===== src/rtl/sw_target_responder.sv =====
module sw_target_responder #(
  parameter int N_IDX     = 4,
  parameter int MAXB      = 4,
  parameter int BIT_CYC   = 16,
  parameter int ACK_CYC   = 8,
  parameter int SYNC_WAIT = 5
) (
  input  logic                        clk,
  input  logic                        rst_n,
  input  logic                        line_in,
  output logic                        line_oe,
  output logic                        line_out,
  input  logic                        cfg_we,
  input  logic [$clog2(N_IDX)-1:0]    cfg_idx,
  input  logic [$clog2(MAXB+1)-1:0]   cfg_tx_len,
  input  logic [$clog2(MAXB+1)-1:0]   cfg_rx_len,
  input  logic                        buf_we,
  input  logic [$clog2(N_IDX)-1:0]    buf_idx,
  input  logic [$clog2(MAXB)-1:0]     buf_pos,
  input  logic [7:0]                  buf_wdata,
  output logic [7:0]                  rx_rdata,
  input  logic [$clog2(N_IDX)-1:0]    stat_idx,
  input  logic                        stat_clr,
  output logic [1:0]                  stat_out
);
  localparam int IW   = $clog2(N_IDX);
  localparam int PW   = $clog2(MAXB);
  localparam int LW   = $clog2(MAXB+1);
  localparam int HALF = BIT_CYC / 2;
  localparam int TMO  = SYNC_WAIT * BIT_CYC;
  localparam int CW   = $clog2(TMO + BIT_CYC + ACK_CYC + 1);
  localparam logic [CW-1:0] C_BIT  = CW'(BIT_CYC - 1);
  localparam logic [CW-1:0] C_HALF = CW'(HALF - 1);
  localparam logic [CW-1:0] C_ACK  = CW'(ACK_CYC - 1);
  localparam logic [CW-1:0] C_TMO  = CW'(TMO - 1);

  typedef enum logic [3:0] {
    S_IDLE, S_RHI, S_RLO, S_RBITS, S_HALF, S_ACKH, S_TX, S_TAL, S_TAH, S_TAR
  } st_t;
  typedef enum logic [1:0] {PH_HDR, PH_DATA, PH_FIN} ph_t;

  st_t            st;
  ph_t            ph;
  logic           ln_r;
  logic [CW-1:0]  sub;
  logic [3:0]     slot;
  logic [LW-1:0]  bcnt;
  logic [8:0]     sh;
  logic           err;
  logic [IW-1:0]  cur;

  logic [7:0]     tx_mem [N_IDX][MAXB];
  logic [7:0]     rx_mem [N_IDX][MAXB];
  logic [LW-1:0]  txl    [N_IDX];
  logic [LW-1:0]  rxl    [N_IDX];
  logic [1:0]     stat   [N_IDX];

  logic [7:0] rbyte, txb;
  logic [4:0] hid;
  logic [2:0] pc;
  logic       rpar_ok, hdr_ok, done_byte, rx_we, last_rx, last_tx;
  logic       stat_we, tbit;
  logic [1:0] stat_wv;

  assign rbyte     = sh[8:1];
  assign rpar_ok   = (^rbyte) == sh[0];
  assign hid       = rbyte[7:3];
  assign pc        = 3'(hid[0]) + 3'(hid[1]) + 3'(hid[2]) + 3'(hid[3]);
  assign hdr_ok    = rpar_ok && (rbyte[2:0] == pc) && (int'(hid) < N_IDX);
  assign done_byte = (st == S_RBITS) && (sub == C_BIT) && (slot == 4'd9);
  assign rx_we     = done_byte && (ph == PH_DATA);
  assign last_rx   = (bcnt + LW'(1)) == rxl[cur];
  assign last_tx   = (bcnt + LW'(1)) == txl[cur];
  assign stat_we   = (rx_we && last_rx) ||
                     ((st == S_TAR) && (sub == C_HALF) && (rxl[cur] == '0));
  assign stat_wv   = ((st == S_RBITS) && (err || !rpar_ok)) ? 2'b10 : 2'b01;
  assign txb       = tx_mem[cur][bcnt[PW-1:0]];
  assign rx_rdata  = rx_mem[buf_idx][buf_pos];
  assign stat_out  = stat[stat_idx];

  always_comb begin
    case (slot)
      4'd0:    tbit = 1'b0;
      4'd1:    tbit = 1'b1;
      4'd10:   tbit = ^txb;
      default: tbit = txb[3'(4'd9 - slot)];
    endcase
  end

  assign line_oe  = (st == S_ACKH) || (st == S_TX) || (st == S_TAL) || (st == S_TAH);
  assign line_out = (st == S_ACKH) || (st == S_TAH) || ((st == S_TX) && tbit);

  always_ff @(posedge clk or negedge rst_n) begin
    if (!rst_n) begin
      st   <= S_IDLE;
      ph   <= PH_HDR;
      ln_r <= 1'b1;
      sub  <= '0;
      slot <= '0;
      bcnt <= '0;
      sh   <= '0;
      err  <= 1'b0;
      cur  <= '0;
    end else begin
      ln_r <= line_in;
      case (st)
        S_IDLE: begin
          sub <= '0;
          if (!ln_r) begin
            st <= S_RLO;
            ph <= PH_HDR;
          end
        end
        S_RHI:
          if (!ln_r || sub == C_TMO) begin
            st  <= S_RLO;
            sub <= '0;
          end else sub <= sub + CW'(1);
        S_RLO:
          if (ln_r) begin
            if (ph == PH_FIN) st <= S_IDLE;
            else begin
              st   <= S_RBITS;
              sub  <= '0;
              slot <= '0;
            end
          end
        S_RBITS: begin
          if (sub == C_HALF && slot != 4'd0) sh <= {sh[7:0], ln_r};
          if (sub == C_BIT) begin
            sub <= '0;
            if (slot != 4'd9) slot <= slot + 4'd1;
            else if (ph == PH_HDR) begin
              if (hdr_ok) begin
                cur <= hid[IW-1:0];
                st  <= S_HALF;
              end else st <= S_IDLE;
            end else begin
              err  <= err | !rpar_ok;
              bcnt <= bcnt + LW'(1);
              if (last_rx) ph <= PH_FIN;
              st <= S_RHI;
            end
          end else sub <= sub + CW'(1);
        end
        S_HALF:
          if (sub == C_HALF) begin
            sub <= '0;
            st  <= S_ACKH;
          end else sub <= sub + CW'(1);
        S_ACKH:
          if (sub == C_ACK) begin
            sub  <= '0;
            slot <= '0;
            bcnt <= '0;
            st   <= (txl[cur] != '0) ? S_TX : S_TAL;
          end else sub <= sub + CW'(1);
        S_TX:
          if (sub == C_BIT) begin
            sub <= '0;
            if (slot == 4'd10) begin
              slot <= '0;
              bcnt <= bcnt + LW'(1);
              if (last_tx) st <= S_TAL;
            end else slot <= slot + 4'd1;
          end else sub <= sub + CW'(1);
        S_TAL:
          if (sub == C_BIT) begin
            sub <= '0;
            st  <= S_TAH;
          end else sub <= sub + CW'(1);
        S_TAH:
          if (sub == C_HALF) begin
            sub <= '0;
            st  <= S_TAR;
          end else sub <= sub + CW'(1);
        S_TAR:
          if (sub == C_HALF) begin
            sub  <= '0;
            bcnt <= '0;
            err  <= 1'b0;
            ph   <= (rxl[cur] != '0) ? PH_DATA : PH_FIN;
            st   <= S_RHI;
          end else sub <= sub + CW'(1);
        default: st <= S_IDLE;
      endcase
    end
  end

  always_ff @(posedge clk or negedge rst_n) begin
    if (!rst_n) begin
      for (int i = 0; i < N_IDX; i++) begin
        txl[i]  <= '0;
        rxl[i]  <= '0;
        stat[i] <= 2'b00;
      end
    end else begin
      if (cfg_we) begin
        txl[cfg_idx] <= cfg_tx_len;
        rxl[cfg_idx] <= cfg_rx_len;
      end
      if (stat_clr) stat[stat_idx] <= 2'b00;
      if (stat_we)  stat[cur]      <= stat_wv;
    end
  end

  always_ff @(posedge clk) begin
    if (buf_we) tx_mem[buf_idx][buf_pos] <= buf_wdata;
    if (rx_we)  rx_mem[cur][bcnt[PW-1:0]] <= rbyte;
  end

  assert_drive_starts_at_ack_R1: assert property (@(posedge clk) disable iff (!rst_n)
    $rose(line_oe) |-> $past(st) == S_HALF);

  assert_reject_goes_idle_R3: assert property (@(posedge clk) disable iff (!rst_n)
    (done_byte && ph == PH_HDR && !hdr_ok) |=> (st == S_IDLE && !line_oe));

  assert_ack_falls_low_R4: assert property (@(posedge clk) disable iff (!rst_n)
    ($past(st) == S_ACKH && st != S_ACKH) |-> (line_oe && !line_out && $past(line_out)));

  assert_len_in_range_R5: assert property (@(posedge clk) disable iff (!rst_n)
    cfg_we |-> (int'(cfg_tx_len) <= MAXB && int'(cfg_rx_len) <= MAXB));

  assert_turnaround_release_R6: assert property (@(posedge clk) disable iff (!rst_n)
    (st == S_TAR && $past(st) == S_TAH) |-> (!line_oe && $past(line_oe && line_out)));

  assert_outcome_recorded_R7: assert property (@(posedge clk) disable iff (!rst_n)
    stat_we |=> stat[$past(cur)] != 2'b00);

  assert_read_clears_R9: assert property (@(posedge clk) disable iff (!rst_n)
    (stat_clr && !(stat_we && cur == stat_idx)) |=> stat[$past(stat_idx)] == 2'b00);
endmodule


===== config.mk =====
export PLATFORM = sky130hd
export DESIGN_NAME = sw_target_responder
export DESIGN_NICKNAME = d
export VERILOG_FILES = /design/src/rtl/sw_target_responder.sv
export SDC_FILE = /design/constraint.sdc
export NUM_CORES = 1
export LEC_CHECK = 0
export BUFFER_PORTS_ARGS = -buffer_cell sky130_fd_sc_hd__buf_2
export CAP_MARGIN = 5
export CORE_MARGIN = 4
export CORE_UTILIZATION = 56
export DETAILED_ROUTE_END_ITERATION = 12
export GPL_TIMING_DRIVEN = 1
export PLACE_DENSITY = 0.76
export SYNTH_ARGS = -nofsm -noshare
export SYNTH_HDL_FRONTEND = slang
export SYNTH_SLANG_ARGS = --single-unit
export TNS_END_PERCENT = 20

===== constraint.sdc =====
create_clock -name clk -period 3 [get_ports clk]
set_input_delay 0.6 -clock clk [delete_from_list [all_inputs] [get_ports clk]]
set_output_delay 0.6 -clock clk [all_outputs]
set_load 0.005 [all_outputs]

# After elaboration in Yosys (flattened, before gate mapping)
# Memories as Yosys holds them, arrays and structs flattened.
# Cells that the tools add are included.
# W data, S select, Z words.
dict set report op_classes {
  add_sub_neg 7
  bitwise 9
  eq_ne 40
  magnitude_cmp 12
  reduce_logical 51
  n_mux 90
}
# cell n
set op_table {}
lappend op_table {{$mux W4} 21}
lappend op_table {{$mux W32} 2}
lappend op_table {{$mux W8} 8}
lappend op_table {{$pmux W4 S10} 1}
lappend op_table {{$mux W3} 12}
lappend op_table {{$mux W7} 5}
lappend op_table {{$pmux W7 S5} 1}
lappend op_table {{$bmux W8 S2} 2}
lappend op_table {{$demux W8 S2} 2}
lappend op_table {{$mux W2} 13}
lappend op_table {{$bwmux W12} 2}
lappend op_table {{$reduce_and A7 Y1} 3}
lappend op_table {{$ne A2 B1 Y1 const B} 9}
lappend op_table {{$ne A2 B2 Y1 const B} 9}
lappend op_table {{$eq A4 B3 Y1 const B} 4}
lappend op_table {{$eq A4 B4 Y1 const B} 4}
lappend op_table {{$logic_and A1 B1 Y1} 16}
lappend op_table {{$pmux W4 S4} 1}
lappend op_table {{$reduce_xor A8 Y1} 2}
lappend op_table {{$ge A3 B3 Y1 const B} 5}
lappend op_table {{$lt A3 B1 Y1 const B} 5}
lappend op_table {{$not A2 Y3} 5}
lappend op_table {{$reduce_and A13 Y1} 1}
lappend op_table {{$bmux W3 S2} 2}
lappend op_table {{other kinds (48)} 74}
dict set report totals {
  mem_bits_rw 256
  reg_bits 65
  memories 2
  out_inout_bits 12
  in_bits 28
  word_cells 232
}
# name depth word_bits rd rd_ports_with_merged_regs wr line
set memory_table {}
lappend memory_table {rx_mem 4 32 1 0 1 53} ;# logic [7:0] rx_mem [N_IDX][MAXB];
lappend memory_table {tx_mem 4 32 1 0 1 52} ;# logic [7:0] tx_mem [N_IDX][MAXB];

# Logic depth before layout (Yosys ltp)
# Gate-level depths: netlist (run 1).
dict set report depth {
  word_depth 11
  depth_mapped 10
  ltp_nobuf 10
}

# Worst setup path before layout (run 1)
# OpenSTA, ideal clock, no wires.
dict set report synth_path {
  path_kind {input to output}
  start {input port buf_idx[0]}
  end {output port rx_rdata[0]}
  path_slack_ns -0.076
  t_arrival_ns 2.476
  cell_stages 4
  cell_sequence {buf_1 > buf_2 > mux4_2 > mux4_2}
}
dict set report synth_between {
  elab_chain_cells 4
}
# element line
set synth_lines {}
lappend synth_lines {{start, declared} 18} ;# input logic [$clog2(N_IDX)-1:0] buf_idx,
lappend synth_lines {{$mem_v2 Z4 W32} n/a}
lappend synth_lines {{$bmux W8 S2} 78} ;# assign rx_rdata = rx_mem[buf_idx][buf_pos];
lappend synth_lines {{$mux W8 (implied by the code) (2 in a row)} 78}
lappend synth_lines {{end, declared} 21} ;# output logic [7:0] rx_rdata,
# Every way passes these cells. The select of a mux whose other input is x is not followed.

# Final worst setup path (run 1)
dict set report layout_path {
  start {register cur[0]}
  end {output port line_out}
}
dict set report layout_between {
  elab_chain_cells 9
}
# element line
set layout_lines {}
lappend layout_lines {{start, declared} 50} ;# logic [IW-1:0] cur;
lappend layout_lines {{start signal, assigned} 135} ;# cur <= hid[IW-1:0];
lappend layout_lines {{$mem_v2 Z4 W32 (*)} n/a}
lappend layout_lines {{$bmux W8 S2 (*)} 77} ;# assign txb = tx_mem[cur][bcnt[PW-1:0]];
lappend layout_lines {{$mux W8 (implied by the code) (*) (2 in a row)} 77}
lappend layout_lines {{$bmux W1 S3} 86} ;# default: tbit = txb[3'(4'd9 - slot)];
lappend layout_lines {{$mux W1 (implied by the code)} 86}
lappend layout_lines {{$pmux W1 S3 (*)} 82} ;# case (slot)
lappend layout_lines {{$logic_and A1 B1 Y1 (*)} 91} ;# assign line_out = (st == S_ACKH) || (st == S_TAH) || ((st == S_TX) && tbit);
lappend layout_lines {{$logic_or A1 B1 Y1 (*)} 91}
lappend layout_lines {{end, declared} 12} ;# output logic line_out,
# Mark *: on every way between the ends. The rest lies on a longest branch, timed or not. The select of a mux whose other input is x is not followed.

==> results of run 1 <==
[through the flow]
stage / hold WS, ns / worst slack [ns] / cell area (um^2) / power [mW] / std cells
detailed placement: 0.488 / -0.295 / 14900 / 7.28 / 1214
floorplan: 0.304 / 0.102 / 13800 / 6.64 / 809
finish: 0.123 / -0.823 / 16000 / 11.2 / 1278
global route: 0.139 / -0.939 / 16000 / 11.7 / 1278
global placement: 0.484 / -0.293 / 14900 / 7.23 / 1214
CTS: 0.128 / -0.831 / 16100 / 11.3 / 1278
[final cells by class]
type | count | share of cell area (%)
Sequential cell | 321 | 58.1
Multi-Input combinational cell | 436 | 26.8
Timing Repair Buffer | 123 | 5.78
Clock buffer | 33 | 4.88
Tap cell | 324 | 2.53
Clock inverter | 23 | 1.54
Inverter | 18 | 0.421
[placed cells by master, fill, tap and decap left out, types with 9 or more instances in the layout]
master / synthesis / layout
mux2i_1: 9 / 9
nor2_1: 48 / 48
xnor2_1: 17 / 17
mux4_2: 64 / 73
buf_4: 1 / 73
buf_2: 7 / 39
nand2b_1: 15 / 15
o21ai_0: 33 / 33
edfxtp_1: 256 / 256
a21oi_1: 20 / 20
clkinv_2: 0 / 10
nor3_1: 16 / 16
nand3b_1: 9 / 9
dfrtp_1: 64 / 62
nand3_1: 10 / 10
nand2_1: 46 / 46
ha_1: 13 / 13
clkbuf_16: 0 / 31
mux2_2: 34 / 34
inv_1: 17 / 17
[power breakdown]
group / internal [mW] / leakage (nW) / switching, mW
Combinational: 0.944 / 2.07 / 1.24
Clock: 2.32 / 0.510 / 1.61
Sequential: 4.97 / 3.10 / 0.145
[metal layers]
| layer | global-route usage (%) | share of wire (%) | vias to the layer above | wire length [um] |
|---|---|---|---|---|
| met5 | 0 | 0 | - | 0 |
| met4 | 4.95 | 1.7 | 0 | 497 |
| met3 | 2.68 | 5.7 | 39 | 1640 |
| met2 | 37.1 | 50 | 258 | 14500 |
| met1 | 31.8 | 42 | 3969 | 12200 |
| li1 | - | - | 3449 | - |
[registers in the layout (all words and copies together), names as in the netlist]
register / flops
stat: 8
cur: 2
sub: 7
ph: 2
rx_mem: 128
bcnt: 3
rxl: 12
ln_r: 1
tx_mem: 128
slot: 4
st: 4
sh: 9
txl: 12
err: 1
[logic make-up after synthesis]
family	after synthesis	share of synthesized area [%]
xor gates and xnor gates	25	1.58
and+or+nand+nor	173	6.11
DFF	321	67.3
muxes	124	17.1
adders and majority gates	14	1.32
buffers and inverters	52	1.67
AOI/OAI and AO/OA	100	4.90
[final timing paths]
kind / from / to / slack (ns)
max: cur[0]$_DFFE_PN0P_ / line_out / -0.82
min: rst_n / sub[3]$_DFFE_PN0P_ / 0.12
max reg2reg: cur[0]$_DFFE_PN0P_ / stat[1]$_DFF_PN0_ / 0.20
min reg2reg: txl[5]$_DFFE_PN0P_ / txl[5]$_DFFE_PN0P_ / 0.50
max in group asynchronous: rst_n / ln_r$_DFF_PN1_ / 2.18
min in group clk: line_in / ln_r$_DFF_PN1_ / 0.15
[critical path, stage by stage, from the launching register on]
cell and delay [ns]:
dfrtp_2 0.46, buf_12 0.16, buf_8 0.12, mux4_2 0.50, a22oi_2 0.16, nand2_1 0.12, mux4_2 0.52, a211oi_4 0.28
a2bb2oi_2 0.16, o21ai_2 0.08, buf_2 0.13
[what timing repair did]
action                                 in CTS  in global routing
setup endpoints to repair                   1                  3
endpoints found under the hold margin       0                  0
resized for setup                          18                  8
pin swaps                                   9                  7
gates cloned                                1                  0
buffers inserted                            7                  2
==> results.toml, run 1 <==
[cells_and_area]
fin_nets = 973
fillers = 1637
final_layout_size_suffix_gt1_share_pct = 31.1
post-route-util_pct = 66.0
multi_input_area_um2 = 4290
syn2layout_area_growth_pct = 16.0
regArea_um2 = 9320
diodes = 0

[global_routing]
grt_overflow = 0
grt_max_degree = 36
grt_pass1_vias = 8010
antenna_found_initial = 0
grt_usage_pct = 22.2
grt_pass1_wl_um = 46100

[run_status]
violations = "negative setup slack"
status = "complete, but fails checks"

[power]
p_leak_nw = 5.68
p_per_area_nw_per_um2 = 699
ir_worst_vdd_mv = 0.547

[sta]
slew_viol_final = 0
fin_tns_setup_ns = -0.823
skew_ns = 0.0148
tightest_slew_ns = 0.887
finalSetupViolCount = 1
fmax_ghz = 0.262
relSlewSlack_pct = 40.7
fin_ws_ns = -0.823
post-route-period-util_pct = 127
rsz0062_at_grt = "true"
period_needed_ns = 3.82
hold_violations = 0

[yosys]
synth_area_per_cell_um2 = 17.1
ys_seq_area_share_pct = 67.3
postSynthCellCount = 809
syn_nets = 851
synth_edf_count = 256
synth_common_cells = "edfxtp_1, dfrtp_1, mux4_2, nor2_1, nand2_1"
synth_most_common_cell = "edfxtp_1"
async_reset_ff_share_pct = 20.2
synth_flop_cell = "edfxtp_1"
synth_seq_cells = 321
synth_area_leaders = "edfxtp_1, dfrtp_1, mux4_2"
yosys.area.top_type = "edfxtp_1"
synth_area_um2 = 13800
yosys.area.top_type_share_pct = 55.6
ys_warn_count = 0
synthDistinctLibCells = 61

[floorplan]
die_h_um = 165
rows = 57
core_um2 = 24300
initial_core_util_pct = 56.9
fp.dieW_um = 165
boundaryPins = 40
dieArea_um2 = 27300

[drt]
drt_iter0_drc = 956
first_pass_iters = 5
num_vias = 7715
drtAntennaViolNets = 0
avgRoutedWirePerCell_um = 22.6
totalWireLength_um = 28900
drc = 0
vias_per_cell = 6.04

[clock_network]
insertion_delay_ns = 0.55
ctsLongestPathBuffers = 3
cts-htree-levels = 1
cts_hold_buf = 0
path_clk_slew_ns = 0.06
cts_root_buf = "clkbuf_16"
cts-buffers-inserted = 31
cts_tree = "built"
cts.sinks = 321

[place]
port-buffer-count = 39
dpl.hpwl_um = 18900
gpl.final_weighted_congestion = 0.900

[worst_setup_path]
crit_type = "flip-flop to output port"
crit_path_max_fanout = 6
crit_required_ns = 2.40
r2r_cells = 10
start_kind = "flip-flop"
cp.arrival_ns = 3.22
crit_path_end_kind = "output port"

[run]
max-cap-violations = 0

[min_path]
hp-class = "input port to async pin"
(Power assumes the default switching activity.)
==> inputs of run 2 (changes only) <==
--- a/config.mk
+++ b/config.mk
@@ -7,6 +7,7 @@
 export LEC_CHECK = 0
 export BUFFER_PORTS_ARGS = -buffer_cell sky130_fd_sc_hd__buf_2
 export CAP_MARGIN = 5
+export CORE_ASPECT_RATIO = 0.8
 export CORE_MARGIN = 4
 export CORE_UTILIZATION = 56
 export DETAILED_ROUTE_END_ITERATION = 12
==> constraint.sdc (replaced) <==
create_clock -name clk -period 3 [get_ports clk]
set_input_delay 0.6 -clock clk [delete_from_list [all_inputs] [get_ports clk]]
set_output_delay 0.6 -clock clk [all_outputs]
set_load 0.1 [all_outputs]
==> results.toml, run 2 (synthesized netlist as in run 1, its figures left out) <==
[run_status]
status = "complete, but fails checks"
violations = "negative setup slack"

[cells_and_area]
syn2layout_area_growth_pct = 15.5
final_layout_size_suffix_gt1_share_pct = 30.5
final_cell_mix = "edfxtp_1, mux4_2, buf_4"
fin_nets = 965
post-route-util_pct = 65.7
final_common_cell = "edfxtp_1"
fin_area_um2 = 16000
diodes = 0

[sta]
holdWs_ns = 0.138
post-route-period-util_pct = 129
rsz0062_at_grt = "true"
relSlewSlack_pct = 43.6
period_needed_ns = 3.86
skew_ns = 0.0188
finalSetupViolCount = 1
slew_viol_final = 0
hold_violations = 0
fmax_ghz = 0.259
fin_ws_ns = -0.859
tightest_slew_ns = 0.845

[place]
dpl_cell_area_um2 = 14900
gpl.final_weighted_congestion = 0.858
dpl.hpwl_um = 19000
port-buffer-count = 39

[power]
p_leak_nw = 5.61
p_total_mw = 11.4
p_per_area_nw_per_um2 = 711
ir_worst_vdd_mv = 0.505

[drt]
avgRoutedWirePerCell_um = 22.7
first_pass_iters = 5
drc = 0
drt_iter0_drc = 739
drtAntennaViolNets = 0
totalWireLength_um = 28700
vias_per_cell = 6.12
num_vias = 7741

[floorplan]
core_um2 = 24300
initial_core_util_pct = 56.9
fp.dieW_um = 184
rows = 51
boundaryPins = 40
die_h_um = 149
dieArea_um2 = 27300

[global_routing]
antenna_found_initial = 1
grt_pass1_wl_um = 44900
grt_pass1_vias = 7653
grt_usage_pct = 21.3
grt_overflow = 0
grt_max_degree = 35

[clock_network]
path_clk_slew_ns = 0.06
cts.sinks = 321
ctsLongestPathBuffers = 3
cts-buffers-inserted = 30
cts_root_buf = "clkbuf_16"
cts_tree = "built"
insertion_delay_ns = 0.57
cts-htree-levels = 1

[run]
max-cap-violations = 0

[worst_setup_path]
cp.arrival_ns = 3.26
crit_path_end_kind = "output port"
r2r_start = "cur[0]$_DFFE_PN0P_"
start_kind = "flip-flop"
r2r_cells = 10
crit_required_ns = 2.40
crit_type = "flip-flop to output port"
crit_start = "cur[0]$_DFFE_PN0P_"
crit_path_max_fanout = 5

[min_path]
hold_path_depth = 1
hp-class = "input port to flip-flop"
min_from = "line_in"
[run 2: changes by cell type in the layout (fill, tap and decap cells not counted), moves of 2 or more]
cell	change
clkinv_2	-6
bufinv_16	-2
clkbuf_1	+4
clkinvlp_4	+3
buf_8	-2
buf_4	-6
buf_12	+2
clkbuf_8	+2
[run 2: final cells by class]
class                      count  area (um^2)
clock inverter                18          206
multi-input combinational    436         4300
timing repair buffer         116          887
sequential                   321         9320
inverter                      18         67.6
fill                        1621         8330
clock buffer                  38          801
tap                          318          398
[run 2: worst max-delay path, stage by stage (launching register included)]
cell	delay, ns
dfrtp_2	0.50
buf_6	0.16
mux4_2	0.50
a22oi_2	0.19
nand2_1	0.09
mux4_2	0.53
a211oi_4	0.27
a2bb2oi_2	0.16
o21ai_2	0.11
buf_12	0.18
[run 2: worst paths after layout]
| kind | to | slack (ns) |
|---|---|---|
| worst max-delay path | line_out | -0.86 |
| worst min-delay path | ln_r$_DFF_PN1_ | 0.14 |
| worst max register to register | stat[1]$_DFF_PN0_ | 0.21 |
| worst min register to register | txl[3]$_DFFE_PN0P_ | 0.50 |
| max in group asynchronous | ln_r$_DFF_PN1_ | 2.14 |
| min in group asynchronous | stat[2]$_DFF_PN0_ | 0.15 |
[run 2: per-stage QoR]
| step | std cells | setup WS, ns | TNS [ns] |
|---|---|---|---|
| floorplan | 809 | -0.483 | -3.25 |
| global placement | 1209 | -0.276 | -0.406 |
| detailed placement | 1209 | -0.344 | -0.570 |
| CTS | 1265 | -0.877 | -0.877 |
| global route | 1265 | -1.04 | -1.04 |
| finish | 1265 | -0.859 | -0.859 |
[run 2: what timing repair did]
action	4_1_cts	5_1_grt
endpoints found under the setup margin	9	3
setup buffers	0	0
pin swaps	11	1
hold buffers	0	0
resized for setup	23	1
[run 2: power breakdown]
part	leakage [nW]	switching (mW)	internal, mW
Sequential	3.10	0.157	4.97
Combinational	2.04	1.39	1.03
Clock	0.475	1.65	2.17
[run 2: metal layers]
layer / part of all wire [%] / wire (um) / vias up / track usage, %
met5: 0 / 0 / - / 0
li1: - / - / 3432 / -
met2: 46 / 13200 / 302 / 31.9
met3: 7.8 / 2250 / 35 / 4.23
met1: 45 / 12800 / 3972 / 33.8
met4: 1.4 / 413 / 0 / 3.66
==> inputs of run 3 (changes only) <==
==> config.mk (replaced) <==
export PLATFORM = sky130hd
export DESIGN_NAME = sw_target_responder
export DESIGN_NICKNAME = d
export VERILOG_FILES = /design/src/rtl/sw_target_responder.sv
export SDC_FILE = /design/constraint.sdc
export NUM_CORES = 1
export LEC_CHECK = 0
export CAP_MARGIN = 5
export CORE_ASPECT_RATIO = 0.8
export CORE_MARGIN = 4
export CORE_UTILIZATION = 57
export DETAILED_ROUTE_END_ITERATION = 12
export DONT_BUFFER_PORTS = 1
export GPL_TIMING_DRIVEN = 1
export PLACE_DENSITY = 0.75
export SYNTH_ARGS = -nofsm -noshare
export SYNTH_HDL_FRONTEND = slang
export SYNTH_SLANG_ARGS = --single-unit
export TNS_END_PERCENT = 20
==> results.toml, run 3 (synthesized netlist as in run 1, its figures left out) <==
[global_routing]
antenna_found_initial = 0
grt_overflow = 0
grt_pass1_wl_um = 46200
grt_pass1_vias = 7900
grt_usage_pct = 22.3
grt_max_degree = 66

[drt]
first_pass_iters = 5
drtAntennaViolNets = 0
drc = 0
vias_per_cell = 6.37
drt_iter0_drc = 907
num_vias = 7690
avgRoutedWirePerCell_um = 24.5
totalWireLength_um = 29600

[place]
gpl.final_weighted_congestion = 0.880
dpl.cell_count = 1149
dpl.hpwl_um = 18900
port-buffer-count = 0
dpl_cell_area_um2 = 14600
place_ws_ns = -0.339

[sta]
fin_ws_ns = -0.908
post-route-period-util_pct = 130
skew_ns = 0.0471
fmax_ghz = 0.256
relSlewSlack_pct = 36.0
holdWs_ns = 0.0536
period_needed_ns = 3.91
rsz0062_at_grt = "true"
hold_violations = 0
tightest_slew_ns = 0.956
finalSetupViolCount = 1
slew_viol_final = 0

[floorplan]
rows = 50
die_h_um = 147
initial_core_util_pct = 58.5
core_um2 = 23600
fp.dieW_um = 182
boundaryPins = 40
dieArea_um2 = 26800

[worst_setup_path]
crit_path_max_fanout = 10
start_kind = "flip-flop"
worst_path_max_delay_cell = "mux4_2"
worst-path-buf-inv = 3
cp_cell_sequence = "buf_12 -> buf_4 -> mux4_2 -> a22oi_2 -> nand2_1 -> mux4_2 -> a211oi_2 -> a2bb2oi_2 -> o21ai_2 -> buf_12"
cp_top_family = "multiplexers"
crit_path_end_kind = "output port"
cp.arrival_ns = 3.31
crit_type = "flip-flop to output port"
slowest_delay_ns = 0.52
crit_required_ns = 2.40

[cells_and_area]
fin_area_um2 = 15800
fin_nets = 914
fillers = 1526
final_common_cell = "edfxtp_1"
syn2layout_area_growth_pct = 14.2
final_layout_size_suffix_gt1_share_pct = 26.8
diodes = 0
final_cell_mix = "edfxtp_1, mux4_2, dfrtp_1"
final_cell_count_no_fill = 1208

[power]
power_frac_clock_pct = 36.2
ir_worst_vdd_mv = 0.382
comb_power_share_pct = 19.9
power.internal_mw = 8.50
switchingPower_mw = 3.20
p_leak_nw = 5.46
p_seq_share_pct = 43.9
p_total_mw = 11.7
p_per_area_nw_per_um2 = 741
p_sw_share_pct = 27.4

[run_status]
violations = "negative setup slack"
status = "complete, but fails checks"

[clock_network]
ctsLongestPathBuffers = 3
cts_tree = "built"
cts.sinks = 321
insertion_delay_ns = 0.58
path_clk_slew_ns = 0.07
cts_root_buf = "clkbuf_16"
cts-buffers-inserted = 30
cts-htree-levels = 1

[min_path]
hp-class = "input port to flip-flop"

[run]
max-cap-violations = 0
[run 3: layout make-up]
cell class / instances / area (um^2) / area share [%]
clock buffer: 31 / 754 / 4.78
sequential: 321 / 9320 / 59.0
multi-input combinational: 436 / 4330 / 27.4
tap: 312 / 390 / 2.47
timing repair buffer: 65 / 556 / 3.52
inverter: 18 / 67.6 / 0.428
clock inverter: 25 / 374 / 2.37
[run 3: what timing repair did]
item / in CTS / in global routing
endpoints found under the hold margin: 65 / 0
hold buffers: 2 / 0
resized for setup: 8 / 9
pin swaps: 1 / 0
buffers inserted: 1 / 0
cloned: 0 / 0
setup endpoints to repair: 3 / 9
[run 3: per-layer routing]
layer  GRT usage (%)  up-vias  share of wire, %
met5               0        -                 0
met4            4.43        0               1.9
met3            4.46       44               7.9
met2            36.0      325                49
met1            32.3     3983                41
li1                -     3338                 -
[run 3: power by group through the flow]
| stage | combinational [mW] | clock, mW | sequential, mW |
|---|---|---|---|
| 3_3_place_gp | 2.11 | 0 | 5.21 |
| 6_report | 2.33 | 4.24 | 5.13 |
| 3_5_place_dp | 2.18 | 0 | 5.22 |
| 4_1_cts | 2.27 | 4.29 | 5.13 |
| 2_1_floorplan | 1.65 | 0 | 5.15 |
| 5_1_grt | 2.50 | 4.49 | 5.16 |
[run 3: path summary, 6_finish.rpt]
kind                               startpoint            endpoint  slack (ns)  depth (start not counted)
setup / recovery           cur[0]$_DFFE_PN0P_            line_out       -0.91                         10
hold / removal                        line_in      ln_r$_DFF_PN1_        0.05                          0
max in group asynchronous               rst_n      ln_r$_DFF_PN1_        2.05                          2
setup reg to reg           cur[0]$_DFFE_PN0P_   stat[1]$_DFF_PN0_        0.26                          9
min in group asynchronous               rst_n  cur[1]$_DFFE_PN0P_        0.63                          2
hold reg to reg            rxl[7]$_DFFE_PN0P_  rxl[7]$_DFFE_PN0P_        0.50                          1
[run 3: per-stage QoR]
step,TNS (ns),util [%]
floorplan,-3.25,-
global placement,-0.293,61.6
detailed placement,-0.339,61.6
CTS,-0.921,66.7
global route,-1.01,66.8
finish,-0.908,66.8
